$ cat config.mk
export PLATFORM = sky130hd
export DESIGN_NAME = apb_csr_block
export DESIGN_NICKNAME = d
export VERILOG_FILES = /design/src/rtl/apb_csr_pkg.sv /design/src/rtl/csr_dff.sv /design/src/rtl/csr_decode.sv /design/src/rtl/csr_regs.sv /design/src/rtl/csr_readback.sv /design/src/rtl/apb_csr_block.sv
export SDC_FILE = /design/constraint.sdc
export NUM_CORES = 1
export LEC_CHECK = 0
export BUFFER_PORTS_ARGS = -buffer_cell sky130_fd_sc_hd__buf_2
export CAP_MARGIN = 20
export CORE_UTILIZATION = 45
export DETAILED_ROUTE_END_ITERATION = 6
export MAX_ROUTING_LAYER = met4
export PLACE_DENSITY = 0.7
export REMOVE_ABC_BUFFERS = 1
export SYNTH_ARGS = -nofsm -noshare
export SYNTH_HDL_FRONTEND = slang
export SYNTH_HIERARCHICAL = 1
export SYNTH_SLANG_ARGS = --single-unit
$ cat constraint.sdc
create_clock -name clk -period 4.4 [get_ports clk]
set_input_delay 0.88 -clock clk [delete_from_list [all_inputs] [get_ports clk]]
set_output_delay 0.88 -clock clk [all_outputs]
set_load 0.05 [all_outputs]
$ cat src/rtl/apb_csr_pkg.sv
package apb_csr_pkg;

  typedef enum logic [1:0] {
    KIND_RW = 2'd0,
    KIND_RO = 2'd1,
    KIND_WO = 2'd2
  } csr_kind_e;

  // Smallest legal address width for a bank of nreg words of dw bits
  function automatic int addr_w_min(input int nreg, input int dw);
    int by_size;
    int by_word;
    by_size = $clog2(nreg * (dw / 8));
    by_word = $clog2(dw / 8) + 1;
    return (by_size > by_word) ? by_size : by_word;
  endfunction

  function automatic csr_kind_e kind_of(input int idx, input int n_rw, input int n_ro);
    if (idx < n_rw)        return KIND_RW;
    if (idx < n_rw + n_ro) return KIND_RO;
    return KIND_WO;
  endfunction

endpackage

$ cat src/rtl/csr_dff.sv
module csr_dff #(
  parameter int W         = 1,
  parameter bit RST_ASYNC = 1'b1
) (
  input  logic         clk,
  input  logic         rst_n,
  input  logic         en,
  input  logic [W-1:0] d,
  output logic [W-1:0] q
);
  generate
    if (RST_ASYNC) begin : g_async
      always_ff @(posedge clk or negedge rst_n) begin
        if (!rst_n)  q <= '0;
        else if (en) q <= d;
      end
    end else begin : g_sync
      always_ff @(posedge clk) begin
        if (!rst_n)  q <= '0;
        else if (en) q <= d;
      end
    end
  endgenerate
endmodule

$ cat src/rtl/csr_decode.sv
module csr_decode
  import apb_csr_pkg::*;
#(
  parameter int IW   = 3,
  parameter int NREG = 5,
  parameter int N_RW = 2,
  parameter int N_RO = 2
) (
  input  logic [IW-1:0]   widx,
  output logic [NREG-1:0] hit,
  output logic            any_hit,
  output logic            ro_hit,
  output logic            wo_hit
);
  logic [NREG-1:0] ro_mask;
  logic [NREG-1:0] wo_mask;

  generate
    for (genvar i = 0; i < NREG; i++) begin : g_word
      assign hit[i]     = (widx == IW'(i));
      assign ro_mask[i] = (kind_of(i, N_RW, N_RO) == KIND_RO);
      assign wo_mask[i] = (kind_of(i, N_RW, N_RO) == KIND_WO);
    end
  endgenerate

  assign any_hit = |hit;
  assign ro_hit  = |(hit & ro_mask);
  assign wo_hit  = |(hit & wo_mask);
endmodule

$ cat src/rtl/csr_regs.sv
module csr_regs #(
  parameter int DW        = 32,
  parameter int N_RW      = 2,
  parameter int N_RO      = 2,
  parameter int N_WO      = 1,
  parameter bit RST_ASYNC = 1'b1,
  localparam int NREG     = N_RW + N_RO + N_WO,
  localparam int SW       = DW / 8
) (
  input  logic               clk,
  input  logic               rst_n,
  input  logic               wr_en,
  input  logic [DW-1:0]      wdata,
  input  logic [SW-1:0]      strb,
  input  logic [NREG-1:0]    hit,
  input  logic [N_RO*DW-1:0] ro_d,
  output logic [N_RW*DW-1:0] rw_q,
  output logic [N_WO*DW-1:0] wo_q,
  output logic [NREG*DW-1:0] words
);
  logic [N_RO*DW-1:0] ro_q;

  generate
    for (genvar i = 0; i < N_RW; i++) begin : g_rw
      for (genvar b = 0; b < SW; b++) begin : g_byte
        csr_dff #(.W(8), .RST_ASYNC(RST_ASYNC)) u_byte (
          .clk(clk), .rst_n(rst_n),
          .en(wr_en & hit[i] & strb[b]),
          .d(wdata[8*b +: 8]),
          .q(rw_q[i*DW + 8*b +: 8])
        );
      end
      assign words[i*DW +: DW] = rw_q[i*DW +: DW];
    end

    for (genvar i = 0; i < N_RO; i++) begin : g_ro
      csr_dff #(.W(DW), .RST_ASYNC(RST_ASYNC)) u_word (
        .clk(clk), .rst_n(rst_n), .en(1'b1),
        .d(ro_d[i*DW +: DW]), .q(ro_q[i*DW +: DW])
      );
      assign words[(N_RW+i)*DW +: DW] = ro_q[i*DW +: DW];
    end

    for (genvar i = 0; i < N_WO; i++) begin : g_wo
      for (genvar b = 0; b < SW; b++) begin : g_byte
        csr_dff #(.W(8), .RST_ASYNC(RST_ASYNC)) u_byte (
          .clk(clk), .rst_n(rst_n),
          .en(wr_en & hit[N_RW+N_RO+i] & strb[b]),
          .d(wdata[8*b +: 8]),
          .q(wo_q[i*DW + 8*b +: 8])
        );
      end
      assign words[(N_RW+N_RO+i)*DW +: DW] = '0;
    end
  endgenerate


  rw_hold_chk: assert property (@(posedge clk) disable iff (!rst_n)
    !wr_en |=> $stable(rw_q));


  wo_hold_chk: assert property (@(posedge clk) disable iff (!rst_n)
    !wr_en |=> $stable(wo_q));
endmodule

$ cat src/rtl/csr_readback.sv
module csr_readback #(
  parameter int DW        = 32,
  parameter int NREG      = 5,
  parameter bit RETIME    = 1'b0,
  parameter bit RST_ASYNC = 1'b1,
  localparam int HALF     = (NREG + 1) / 2
) (
  input  logic               clk,
  input  logic               rst_n,
  input  logic               in_vld,
  input  logic [NREG-1:0]    sel,
  input  logic [NREG*DW-1:0] words,
  output logic               out_vld,
  output logic [DW-1:0]      out_data
);
  logic [DW-1:0] lo_or;
  logic [DW-1:0] hi_or;
  logic [DW-1:0] lo_s;
  logic [DW-1:0] hi_s;

  always_comb begin
    lo_or = '0;
    hi_or = '0;
    for (int i = 0; i < NREG; i++) begin
      if (sel[i]) begin
        if (i < HALF) lo_or = lo_or | words[i*DW +: DW];
        else          hi_or = hi_or | words[i*DW +: DW];
      end
    end
  end

  generate
    if (RETIME) begin : g_cut
      csr_dff #(.W(1), .RST_ASYNC(RST_ASYNC)) u_vld (
        .clk(clk), .rst_n(rst_n), .en(1'b1), .d(in_vld), .q(out_vld));
      csr_dff #(.W(2*DW), .RST_ASYNC(RST_ASYNC)) u_half (
        .clk(clk), .rst_n(rst_n), .en(in_vld),
        .d({hi_or, lo_or}), .q({hi_s, lo_s}));


      fanin_lat_chk: assert property (@(posedge clk) disable iff (!rst_n)
        in_vld |=> out_vld);
    end else begin : g_flat
      logic unused_clkrst;
      assign unused_clkrst = clk ^ rst_n;
      assign out_vld = in_vld;
      assign lo_s    = lo_or;
      assign hi_s    = hi_or;
    end
  endgenerate

  assign out_data = lo_s | hi_s;
endmodule

$ cat src/rtl/apb_csr_block.sv
module apb_csr_block
  import apb_csr_pkg::*;
#(
  parameter int DW           = 32,
  parameter int N_RW         = 2,
  parameter int N_RO         = 2,
  parameter int N_WO         = 1,
  parameter int AW           = addr_w_min(N_RW + N_RO + N_WO, DW),
  parameter bit RETIME_FANIN = 1'b0,
  parameter bit RETIME_RESP  = 1'b0,
  parameter bit ERR_BAD_ADDR = 1'b0,
  parameter bit ERR_BAD_DIR  = 1'b0,
  parameter bit RST_LOW      = 1'b1,
  parameter bit RST_ASYNC    = 1'b1
) (
  input  logic               clk,
  input  logic               reset,
  input  logic               psel,
  input  logic               penable,
  input  logic               pwrite,
  input  logic [AW-1:0]      paddr,
  input  logic [DW-1:0]      pwdata,
  input  logic [DW/8-1:0]    pstrb,
  output logic [DW-1:0]      prdata,
  output logic               pready,
  output logic               pslverr,
  output logic [N_RW*DW-1:0] rw_q,
  input  logic [N_RO*DW-1:0] ro_d,
  output logic [N_WO*DW-1:0] wo_q
);
  localparam int NREG   = N_RW + N_RO + N_WO;
  localparam int LSB    = $clog2(DW / 8);
  localparam int IW     = AW - LSB;
  localparam int RD_LAT = int'(RETIME_FANIN) + int'(RETIME_RESP);

  generate
    if (AW < addr_w_min(NREG, DW)) begin : g_bad_aw
      $error("apb_csr_block: AW below the minimum for this bank");
    end
  endgenerate

  logic rst_n;
  assign rst_n = RST_LOW ? reset : ~reset;

  logic            unused_low;
  logic [NREG-1:0] hit;
  logic            any_hit, ro_hit, wo_hit;
  logic            access, launch;
  logic            rd_wait_d, rd_wait_q;
  logic            rb_vld, rsp_vld;
  logic [DW-1:0]   rb_data, rsp_data;
  logic [NREG*DW-1:0] words;
  logic            bad_addr, bad_dir;

  assign unused_low = ^paddr[LSB-1:0];

  csr_decode #(.IW(IW), .NREG(NREG), .N_RW(N_RW), .N_RO(N_RO)) u_dec (
    .widx(paddr[AW-1:LSB]), .hit(hit), .any_hit(any_hit),
    .ro_hit(ro_hit), .wo_hit(wo_hit));

  assign access = psel & penable;
  assign launch = access & ~pwrite & ~rd_wait_q;

  csr_regs #(.DW(DW), .N_RW(N_RW), .N_RO(N_RO), .N_WO(N_WO),
             .RST_ASYNC(RST_ASYNC)) u_regs (
    .clk(clk), .rst_n(rst_n), .wr_en(access & pwrite),
    .wdata(pwdata), .strb(pstrb), .hit(hit), .ro_d(ro_d),
    .rw_q(rw_q), .wo_q(wo_q), .words(words));

  csr_readback #(.DW(DW), .NREG(NREG), .RETIME(RETIME_FANIN),
                 .RST_ASYNC(RST_ASYNC)) u_rb (
    .clk(clk), .rst_n(rst_n), .in_vld(launch), .sel(hit), .words(words),
    .out_vld(rb_vld), .out_data(rb_data));

  generate
    if (RETIME_RESP) begin : g_rsp
      csr_dff #(.W(1), .RST_ASYNC(RST_ASYNC)) u_vld (
        .clk(clk), .rst_n(rst_n), .en(1'b1), .d(rb_vld), .q(rsp_vld));
      csr_dff #(.W(DW), .RST_ASYNC(RST_ASYNC)) u_dat (
        .clk(clk), .rst_n(rst_n), .en(rb_vld), .d(rb_data), .q(rsp_data));
    end else begin : g_norsp
      assign rsp_vld  = rb_vld;
      assign rsp_data = rb_data;
    end
  endgenerate

  // Outstanding-read flag: next state, then register
  always_comb begin
    rd_wait_d = rd_wait_q;
    if (rsp_vld)                     rd_wait_d = 1'b0;
    else if (launch && RD_LAT != 0)  rd_wait_d = 1'b1;
  end

  csr_dff #(.W(1), .RST_ASYNC(RST_ASYNC)) u_wait (
    .clk(clk), .rst_n(rst_n), .en(1'b1), .d(rd_wait_d), .q(rd_wait_q));

  assign bad_addr = ~any_hit;
  assign bad_dir  = pwrite ? ro_hit : wo_hit;
  assign pready   = access & (pwrite | rsp_vld);
  assign pslverr  = pready & ((ERR_BAD_ADDR & bad_addr) | (ERR_BAD_DIR & bad_dir));
  assign prdata   = (pready & ~pwrite) ? rsp_data : '0;


  hit_onehot_chk: assert property (@(posedge clk) disable iff (!rst_n)
    $onehot0(hit));


  wr_nowait_chk: assert property (@(posedge clk) disable iff (!rst_n)
    (access && pwrite) |-> pready);


  ready_in_access_chk: assert property (@(posedge clk) disable iff (!rst_n)
    pready |-> (psel && penable));


  rd_first_wait_chk: assert property (@(posedge clk) disable iff (!rst_n)
    (launch && RD_LAT != 0) |-> !pready);


  err_with_ready_chk: assert property (@(posedge clk) disable iff (!rst_n)
    pslverr |-> pready);


  err_mapped_ok_chk: assert property (@(posedge clk) disable iff (!rst_n)
    (pready && any_hit && !ro_hit && !wo_hit) |-> !pslverr);
endmodule

==> results of run 1 <==
[routing by layer]
| metal | global-route usage [%] | part of all wire (%) | vias up | wire length (microns) |
|---|---|---|---|---|
| met3 | 4.55 | 5.5 | 18 | 1080 |
| met4 | 6.75 | 1.5 | 0 | 289 |
| li1 | - | - | 2399 | - |
| met2 | 31.7 | 46 | 183 | 9160 |
| met1 | 28.0 | 47 | 2572 | 9180 |
| met5 | - | 0 | - | 0 |
[worst max-delay path: cells and delay by family]
family	cells	cell delay, ps
AO/OA/AOI/OAI	1	240
buffers and inverters	2	390
AND/OR/NAND/NOR	3	980
[flip-flops by register name (all words and copies together), names as in the netlist]
register,count
u_regs/g_rw.g_byte.u_byte/q,64
u_regs/g_wo.g_byte.u_byte/q,32
u_wait/q,1
u_regs/g_ro.u_word/q,64
[layout by cell type (no fill, tap or decap), types with 10 or more instances in the layout]
cell / n
and2_2: 21
and2_1: 11
and3_1: 10
dfrtp_1: 161
a222oi_1: 32
nand2_1: 33
buf_2: 235
clkbuf_16: 17
a22oi_1: 32
conb_1: 36
mux2_4: 157
[path summary, 6_finish.rpt]
| path | cells after the start | slack (ps) | end |
|---|---|---|---|
| worst min-delay path | 1 | 510 | u_regs/g_wo[0].g_byte[3].u_byte/q[1] |
| max in group asynchronous | 2 | 2980 | u_regs/g_ro[0].u_word/q[14] |
| worst min register to register | 1 | 510 | u_regs/g_wo[0].g_byte[3].u_byte/q[1] |
| worst max register to register | 3 | 3270 | u_wait/q |
| min in group asynchronous | 1 | 570 | u_regs/g_rw[1].g_byte[0].u_byte/q[3] |
| worst max-delay path | 6 | 1010 | prdata[31] |
[layout make-up]
class	count	area share, %
well taps	234	3.00
clock buffers	18	4.39
clock inverters	14	1.33
multi-input cells	349	37.1
diodes	4	0.102
flip-flops and latches	161	41.2
repair buffers	244	12.9
[metrics by stage]
| step | hold WS, ps | std cells |
|---|---|---|
| 2_1_floorplan | 584 | 510 |
| 3_3_place_gp | 487 | 988 |
| 3_5_place_dp | 487 | 988 |
| 4_1_cts | 508 | 1020 |
| 5_1_grt | 523 | 1022 |
| 6_report | 509 | 1024 |
[where the power goes]
part           switching, mW  internal (mW)  leakage [nW]
clock network          0.620          0.785         0.260
registers              0.122           1.66          2.04
logic                  0.650          0.384          2.88
total                   1.39           2.83          5.18
==> summary.txt, run 1 <==
Clock network
  – Total CTS buffers: 17
  – CTS max path bufs: 2
  – Clk sink count: roughly 160
  – CTS H-tree depth: 4
  – Clock latency on the worst-skew pair: about 410 ps
  – Hold Buf Count CTS: 0
  – CTS root buffer: clkbuf_16
  – CTS resizes: 0
  – CTS clk-pin slew, worst paths: roughly 70 ps
  – TritonCTS clock tree: done
  – Post-CTS Setup Bufs: 0

Finish
  – Multi-input logic area: approximately 3600 sq um
  – Cell area after layout: about 9800 sq um
  – Syn-to-layout area delta: 12.7%
  – Nets@finish: just under 900
  – Fill cell count: 1619
  – Post-layout util: between 50% and 60%
  – Share of cells above drive strength 1: between 50% and 60%
  – Reg area: 4030 sq um

Route
  – Routed Antenna Nets: 0
  – Starting DRT DRC Count: roughly 270
  – Number of vias per cell: around 5
  – DR vias: approximately 5200
  – Routed wire length per instance: 19.2 microns
  – Routed wire length: 19700 microns
  – TritonRoute pass-1 iters: 5
  – Post-route DRC: 0

Placement
  – PortBufs: between 200 and 250
  – Setup slack after placement: 992 ps
  – Area after DPL: ~9200 sq um
  – DPL Wire Length: between 10000 and 15000 microns
  – GP Congestion: 0.737

Global route
  – All-Layer GR Usage: between 20% and 30%
  – First-pass GRT wire length: around 30000 microns
  – Pin count of the biggest net entering global routing: a little over 100
  – GR Overflow Total: 0
  – Initial antenna violation count: 2
  – Vias in the first global route: approximately 5400

Worst setup path
  – R2r startpoint: u_wait/q
  – Crit path cell chain: buf_2 -> and3b_2 -> a222oi_1 -> nand2_1 -> and2_2 -> buf_2
  – Crit Path Max Fanout: 32
  – WP data required: 3520 ps
  – Crit path capture type: primary output
  – Slowest CP cell: and3b_2
  – Slowest stage delay, CP: approximately 750 ps
  – Worst Setup SP: paddr[4]
  – WP data arrival: about 2500 ps
  – CP Launch Type: input pin
  – Critical path class: input pin to primary output
  – Worst path most repeated cell: buf_2

Timing
  – Final hold viol count: 0
  – Final setup violation count: 0
  – Setup TNS: 0 ps
  – Tcrit/Tclk final: 77.1%
  – Achievable Freq: slightly below 300 MHz
  – Tightest Pin Transition: between 900 and 1000 ps
  – Final setup skew: 0 ps
  – Headroom to the max-slew limit: about 37%
  – RSZ-0062 raised after global routing: no
  – Final Critical Period: approximately 3400 ps
  – Setup WS post-layout: a little over 1000 ps
  – Max-slew violations: 0

Power and ir drop
  – PwrDens: about 430 nW/um^2
  – Leakage: 5.18 nW
  – VDD IR max: 288 uV
  – Final Power: approximately 4.2 mW

Worst hold path
  – Hold Crit Class: flop to flop
  – Hold Crit Start: u_regs/g_wo[0].g_byte[3].u_byte/q[1]

Synth
  – Mapped Cells: just over 600
  – Cell Area, Synth: between 8000 and 9000 sq um
  – Ys Warns: 6
  – Avg Cell Area, Syn: ~14 sq um

Floorplan
  – FP Rows: 50
  – DIE WIDTH: between 100 and 150 microns
  – Core area: between 15000 and 20000 sq um
  – Ports: 240
  – Die Footprint: between 15000 and 20000 sq um
  – Initial Util: 46.2%
  – Die height: about 140 microns

Outcome
  – Run status: finished, final reports clean

Run
  – MaxCap Viol Count: 0
No activity file was read; power rests on OpenSTA's default activity.
==> run 2, diff against run 1 <==
==> constraint.sdc (replaced) <==
create_clock -name clk -period 3.2 [get_ports clk]
set_input_delay 0.64 -clock clk [delete_from_list [all_inputs] [get_ports clk]]
set_output_delay 0.64 -clock clk [all_outputs]
set_load 0.05 [all_outputs]
==> run 2 against run 1 <==
Effect of this change: worst hold slack lost 250 ps; flip-flop and latch count stayed put; critical path depth unchanged; register-to-register slack got worse by 1200 ps; critical endpoint is now prdata[19]; worst setup slack got worse by 700 ps; final cell count is 0.59% lower; clock skew unchanged; via count fell by 1.2%; global-route usage down 0.090 points; sequential power increased by 38%.
==> summary.txt, run 2 (same netlist as run 1, synthesis figures left out) <==
Outcome
  – Run status: finished, final reports clean

Power and ir drop
  – VDD IR max: roughly 320 uV
  – Switching Fraction: approximately 31%
  – Clk pwr share: about a third
  – Net Sw Power: between 1.5 and 2 mW
  – Sequential Power Share: a little over two fifths
  – Leakage: 5.20 nW
  – PwrDens: between 500 and 600 nW/um^2
  – Final Power: approximately 5.8 mW
  – Comb power frac: 24.4%
  – Internal power: between 4 and 5 mW

Route
  – Routed Antenna Nets: 0
  – Routed wire length per instance: 19.1 microns
  – TritonRoute pass-1 iters: 5
  – Routed wire length: between 15000 and 20000 microns
  – DR vias: about 5000
  – Post-route DRC: 0
  – Starting DRT DRC Count: ~300
  – Number of vias per cell: about 5

Finish
  – Syn-to-layout area delta: 12.9%
  – Cell area after layout: 9790 sq um
  – Leading cell type in the layout, fill and taps excluded: buf_2
  – Largest registers: u_regs/g_ro.u_word/q (64), u_regs/g_rw.g_byte.u_byte/q (64), u_regs/g_wo.g_byte.u_byte/q (32)
  – Post-layout util: between 50 and 60%
  – Share of cells above drive strength 1: approximately three fifths
  – Nets@finish: 884
  – Fill cell count: around 1700
  – Most frequent cells in the layout: 235 x buf_2, 161 x dfrtp_1, 157 x mux2_4

Floorplan
  – DIE WIDTH: ~140 microns
  – Core area: between 15000 and 20000 sq um
  – Die Footprint: roughly 20000 sq um
  – Ports: 240
  – FP Rows: 50
  – Die height: 141 microns
  – Initial Util: a little under half

Worst setup path
  – WP data arrival: 2250 ps
  – CP top delay family: simple AND/OR/NAND/NOR gates
  – FF-to-FF setup slack: just over 2000 ps
  – Slowest CP cell: and3b_2
  – Worst path most repeated cell: buf_2
  – CP Launch Type: input pin
  – R2r startpoint: u_wait/q
  – Crit Path Max Fanout: 32
  – Critical path class: input pin to primary output
  – FF-to-FF End: u_wait/q
  – Slowest stage delay, CP: roughly 750 ps
  – WP data required: approximately 2600 ps
  – Crit path capture type: primary output
  – R2R cell count: 3
  – Worst Path Buf+Inv: 2
  – Crit path cell chain: buf_2 -> and3b_2 -> a222oi_1 -> nand2_1 -> and2_2 -> buf_2

Timing
  – Hold_ws: 262 ps
  – Final Critical Period: around 2900 ps
  – Setup TNS: 0 ps
  – RSZ-0062 raised after global routing: no
  – Tightest Pin Transition: ~750 ps
  – Max-slew violations: 0
  – Headroom to the max-slew limit: about half
  – Tcrit/Tclk final: between 90% and 100%
  – Final setup violation count: 0
  – Final setup skew: 0 ps
  – Final hold viol count: 0
  – Achievable Freq: approximately 350 MHz

Clock network
  – Clk sink count: around 160
  – TritonCTS clock tree: done
  – CTS resizes: 0
  – CTS clk-pin slew, worst paths: ~60 ps
  – Clock latency on the worst-skew pair: roughly 400 ps
  – CTS max path bufs: 2
  – Total CTS buffers: 17
  – CTS root buffer: clkbuf_16
  – CTS H-tree depth: 4
  – Post-CTS Setup Bufs: 0
  – Hold Buf Count CTS: 0

Global route
  – Initial antenna violation count: 1
  – Vias in the first global route: approximately 5400
  – GR Overflow Total: 0
  – Pin count of the biggest net entering global routing: 79
  – All-Layer GR Usage: between 20% and 30%
  – First-pass GRT wire length: slightly above 30000 microns

Worst hold path
  – Hold Crit Class: input pin to async pin

Placement
  – GP Congestion: 0.746
  – PortBufs: between 200 and 250
  – Area after DPL: roughly 9200 sq um
  – DPL Wire Length: 13000 microns

Run
  – MaxCap Viol Count: 0
-- run 2: metrics by stage --
step | worst slack, ps | cells
2_1_floorplan | -738 | 510
3_3_place_gp | 280 | 989
3_5_place_dp | 281 | 989
4_1_cts | 276 | 1017
5_1_grt | 194 | 1018
6_report | 310 | 1018
-- run 2: final cells by class --
type                            instances  area [sq um]  area share [%]
Antenna cell                            1          2.50          0.0256
Timing Repair Buffer                  245          1280            13.1
Clock buffer                           23           478            4.88
Sequential cell                       161          4030            41.2
Multi-Input combinational cell        349          3620            37.0
Clock inverter                          5          81.3           0.831
Tap cell                              234           293            2.99
-- run 2: layer usage --
layer / wire length (microns) / vias up / global-route usage (%)
met1: 8940 / 2523 / 27.6
li1: - / 2386 / -
met2: 9260 / 179 / 32.2
met5: 0 / - / -
met4: 244 / 0 / 6.24
met3: 1020 / 21 / 4.31
-- run 2: power groups by stage --
stage	combinational, mW	clock (mW)	sequential, mW
floorplan	0.472	0	3.02
global placement	1.41	0	2.47
detailed placement	1.42	0	2.48
CTS	1.43	2.01	2.45
global route	1.49	2.11	2.48
finish	1.42	1.96	2.45
-- run 2: worst max path at each step --
stage / from / end / slack (ps) / depth (start not counted)
2_1_floorplan: paddr[3] / prdata[10] / -740 / 4
3_3_place_gp: paddr[4] / prdata[14] / 280 / 6
3_5_place_dp: paddr[4] / prdata[31] / 280 / 6
4_1_cts: paddr[4] / prdata[19] / 280 / 6
5_1_grt: u_wait/q / prdata[16] / 190 / 4
6_report: paddr[4] / prdata[19] / 310 / 6
==> run 3, diff against run 2 <==
==> constraint.sdc (replaced) <==
create_clock -name clk -period 2.75 [get_ports clk]
set_input_delay 0.55 -clock clk [delete_from_list [all_inputs] [get_ports clk]]
set_output_delay 0.55 -clock clk [all_outputs]
set_load 0.05 [all_outputs]
==> run 3 against run 2 <==
Effect of this change: the flow now finishes with violations (design-rule violations); flip-flop and latch count is the same; total power grew 18%; worst hold slack lost 220 ps; non-clock buffer count grew 20; global-route usage grew 0.64 points; first-iteration DRC count grew 19%; combinational power grew 18%; wire length grew 2.8%; critical path depth grew 2; critical path type unchanged; critical endpoint is now prdata[31].
==> summary.txt, run 3 (same netlist as run 1, synthesis figures left out) <==
Timing
  – Achievable Freq: ~380 MHz
  – Max-slew violations: 0
  – Hold_ws: ~47 ps
  – RSZ-0062 raised after global routing: no
  – Final hold viol count: 0
  – Tcrit/Tclk final: 95.3%
  – Final setup skew: 0 ps
  – Final Critical Period: 2620 ps
  – Final setup violation count: 0
  – Tightest Pin Transition: 583 ps
  – Headroom to the max-slew limit: 61.1%

Route
  – Routed wire length: between 20000 and 25000 microns
  – Number of vias per cell: around 5.1
  – Routed Antenna Nets: 0
  – DR vias: around 5300
  – TritonRoute pass-1 iters: 7
  – Routed wire length per instance: 19.2 microns
  – Starting DRT DRC Count: about 360
  – Post-route DRC: 3

Global route
  – First-pass GRT wire length: 31200 microns
  – Initial antenna violation count: 2
  – Vias in the first global route: 5529
  – Pin count of the biggest net entering global routing: between 50 and 60
  – All-Layer GR Usage: around 21%
  – GR Overflow Total: 0

Clock network
  – CTS max path bufs: 2
  – Clk sink count: roughly 160
  – Total CTS buffers: 17
  – CTS H-tree depth: 4
  – CTS root buffer: clkbuf_16
  – CTS clk-pin slew, worst paths: around 60 ps
  – Clock latency on the worst-skew pair: around 420 ps
  – TritonCTS clock tree: done
  – Post-CTS Setup Bufs: 0

Floorplan
  – Initial Util: a little under half
  – Die Footprint: ~20000 sq um
  – Core area: 18800 sq um
  – FP Rows: 50
  – Ports: 240
  – Die height: ~140 microns
  – DIE WIDTH: roughly 140 microns

Placement
  – PortBufs: ~240
  – GP Congestion: 0.726
  – Area after DPL: about 9400 sq um
  – Dpl cells: 1009
  – DPL Wire Length: about 14000 microns

Worst setup path
  – Critical path class: input pin to primary output
  – R2R cell count: 3
  – CP Launch Type: input pin
  – Crit path capture type: primary output
  – Crit Path Max Fanout: 28
  – WP data arrival: about 2100 ps
  – WP data required: roughly 2200 ps

Worst hold path
  – Hold Crit Class: input pin to async pin

Finish
  – Fin cells: 1043
  – Most frequent cells in the layout: 235 x buf_2, 161 x dfrtp_1, 157 x mux2_4
  – Leading cell type in the layout, fill and taps excluded: buf_2
  – Syn-to-layout area delta: 15.3%
  – Cell area after layout: 10000 sq um
  – Largest registers: u_regs/g_ro.u_word/q (64), u_regs/g_rw.g_byte.u_byte/q (64), u_regs/g_wo.g_byte.u_byte/q (32)
  – Fill cell count: 1617
  – Nets@finish: around 900
  – Share of cells above drive strength 1: approximately 60%

Power and ir drop
  – PwrDens: slightly below 700 nW/um^2
  – Leakage: about 5.3 nW
  – VDD IR max: 385 uV
  – Final Power: between 6 and 7 mW

Outcome
  – Run status: complete, but fails checks
  – Failing checks: design-rule violations

Run
  – MaxCap Viol Count: 0
-- run 3: cell types whose count changed in the layout (fill, tap and decap cells not counted), moves of 2 or more --
cell | before | now
buf_4 | 7 | 24
diode_2 | 1 | 3
clkinv_2 | 1 | 4
clkbuf_8 | 3 | 1
inv_6 | 0 | 4
clkbuf_1 | 3 | 1
buf_12 | 2 | 5
-- run 3: where the power goes --
part	internal [mW]	total [mW]	switching [mW]
clock network	1.36	2.33	0.965
registers	2.65	2.85	0.197
logic	0.628	1.67	1.05
-- run 3: area by class of cell --
class                   instances  area, sq um  area share, %
repair buffers                265         1470           14.7
clock buffers                  19          443           4.43
clock inverters                12          130           1.30
flip-flops and latches        161         4030           40.3
multi-input cells             349         3630           36.3
diodes                          3         7.51         0.0751
well taps                     234          293           2.93
-- run 3: final timing paths --
check	startpoint	slack (ps)	to
min reg2reg	u_regs/g_wo[0].g_byte[3].u_byte/q[7]	510	u_regs/g_wo[0].g_byte[3].u_byte/q[7]
max reg2reg	u_wait/q	1600	u_wait/q
min in group clk	ro_d[57]	350	u_regs/g_ro[1].u_word/q[25]
max	paddr[3]	130	prdata[31]
min	reset	50	u_regs/g_wo[0].g_byte[0].u_byte/q[4]
max in group asynchronous	reset	1990	u_regs/g_ro[0].u_word/q[30]
-- run 3: layer usage --
metal	vias to the layer above	part of all wire, %	GRT usage (%)
met1	2665	45	28.0
li1	2437	-	-
met2	191	48	33.3
met3	10	6.4	5.71
met5	-	0	-
met4	0	0.76	5.26
-- run 3: worst max-delay path: stages --
cell	delay [ps]
buf_2	110
buf_4	150
nor3b_2	170
buf_12	180
a222oi_1	420
nand2_1	90
and2_2	180
buf_2	210
-- run 3: what timing repair did --
item                                    CTS  global route
endpoints found under the setup margin    0             7
gates resized for setup                   0             1
hold buffers                              0             0
-- run 3: stage by stage --
step / setup TNS [ps] / utilization (%) / worst slack (ps)
3_5_place_dp: 0 / 50.2 / 81.7
2_1_floorplan: -103920 / - / -1010
5_1_grt: 0 / 53.2 / 8.51
3_3_place_gp: 0 / 50.2 / 78.1
6_report: 0 / 53.3 / 130
4_1_cts: 0 / 53.2 / 74.4
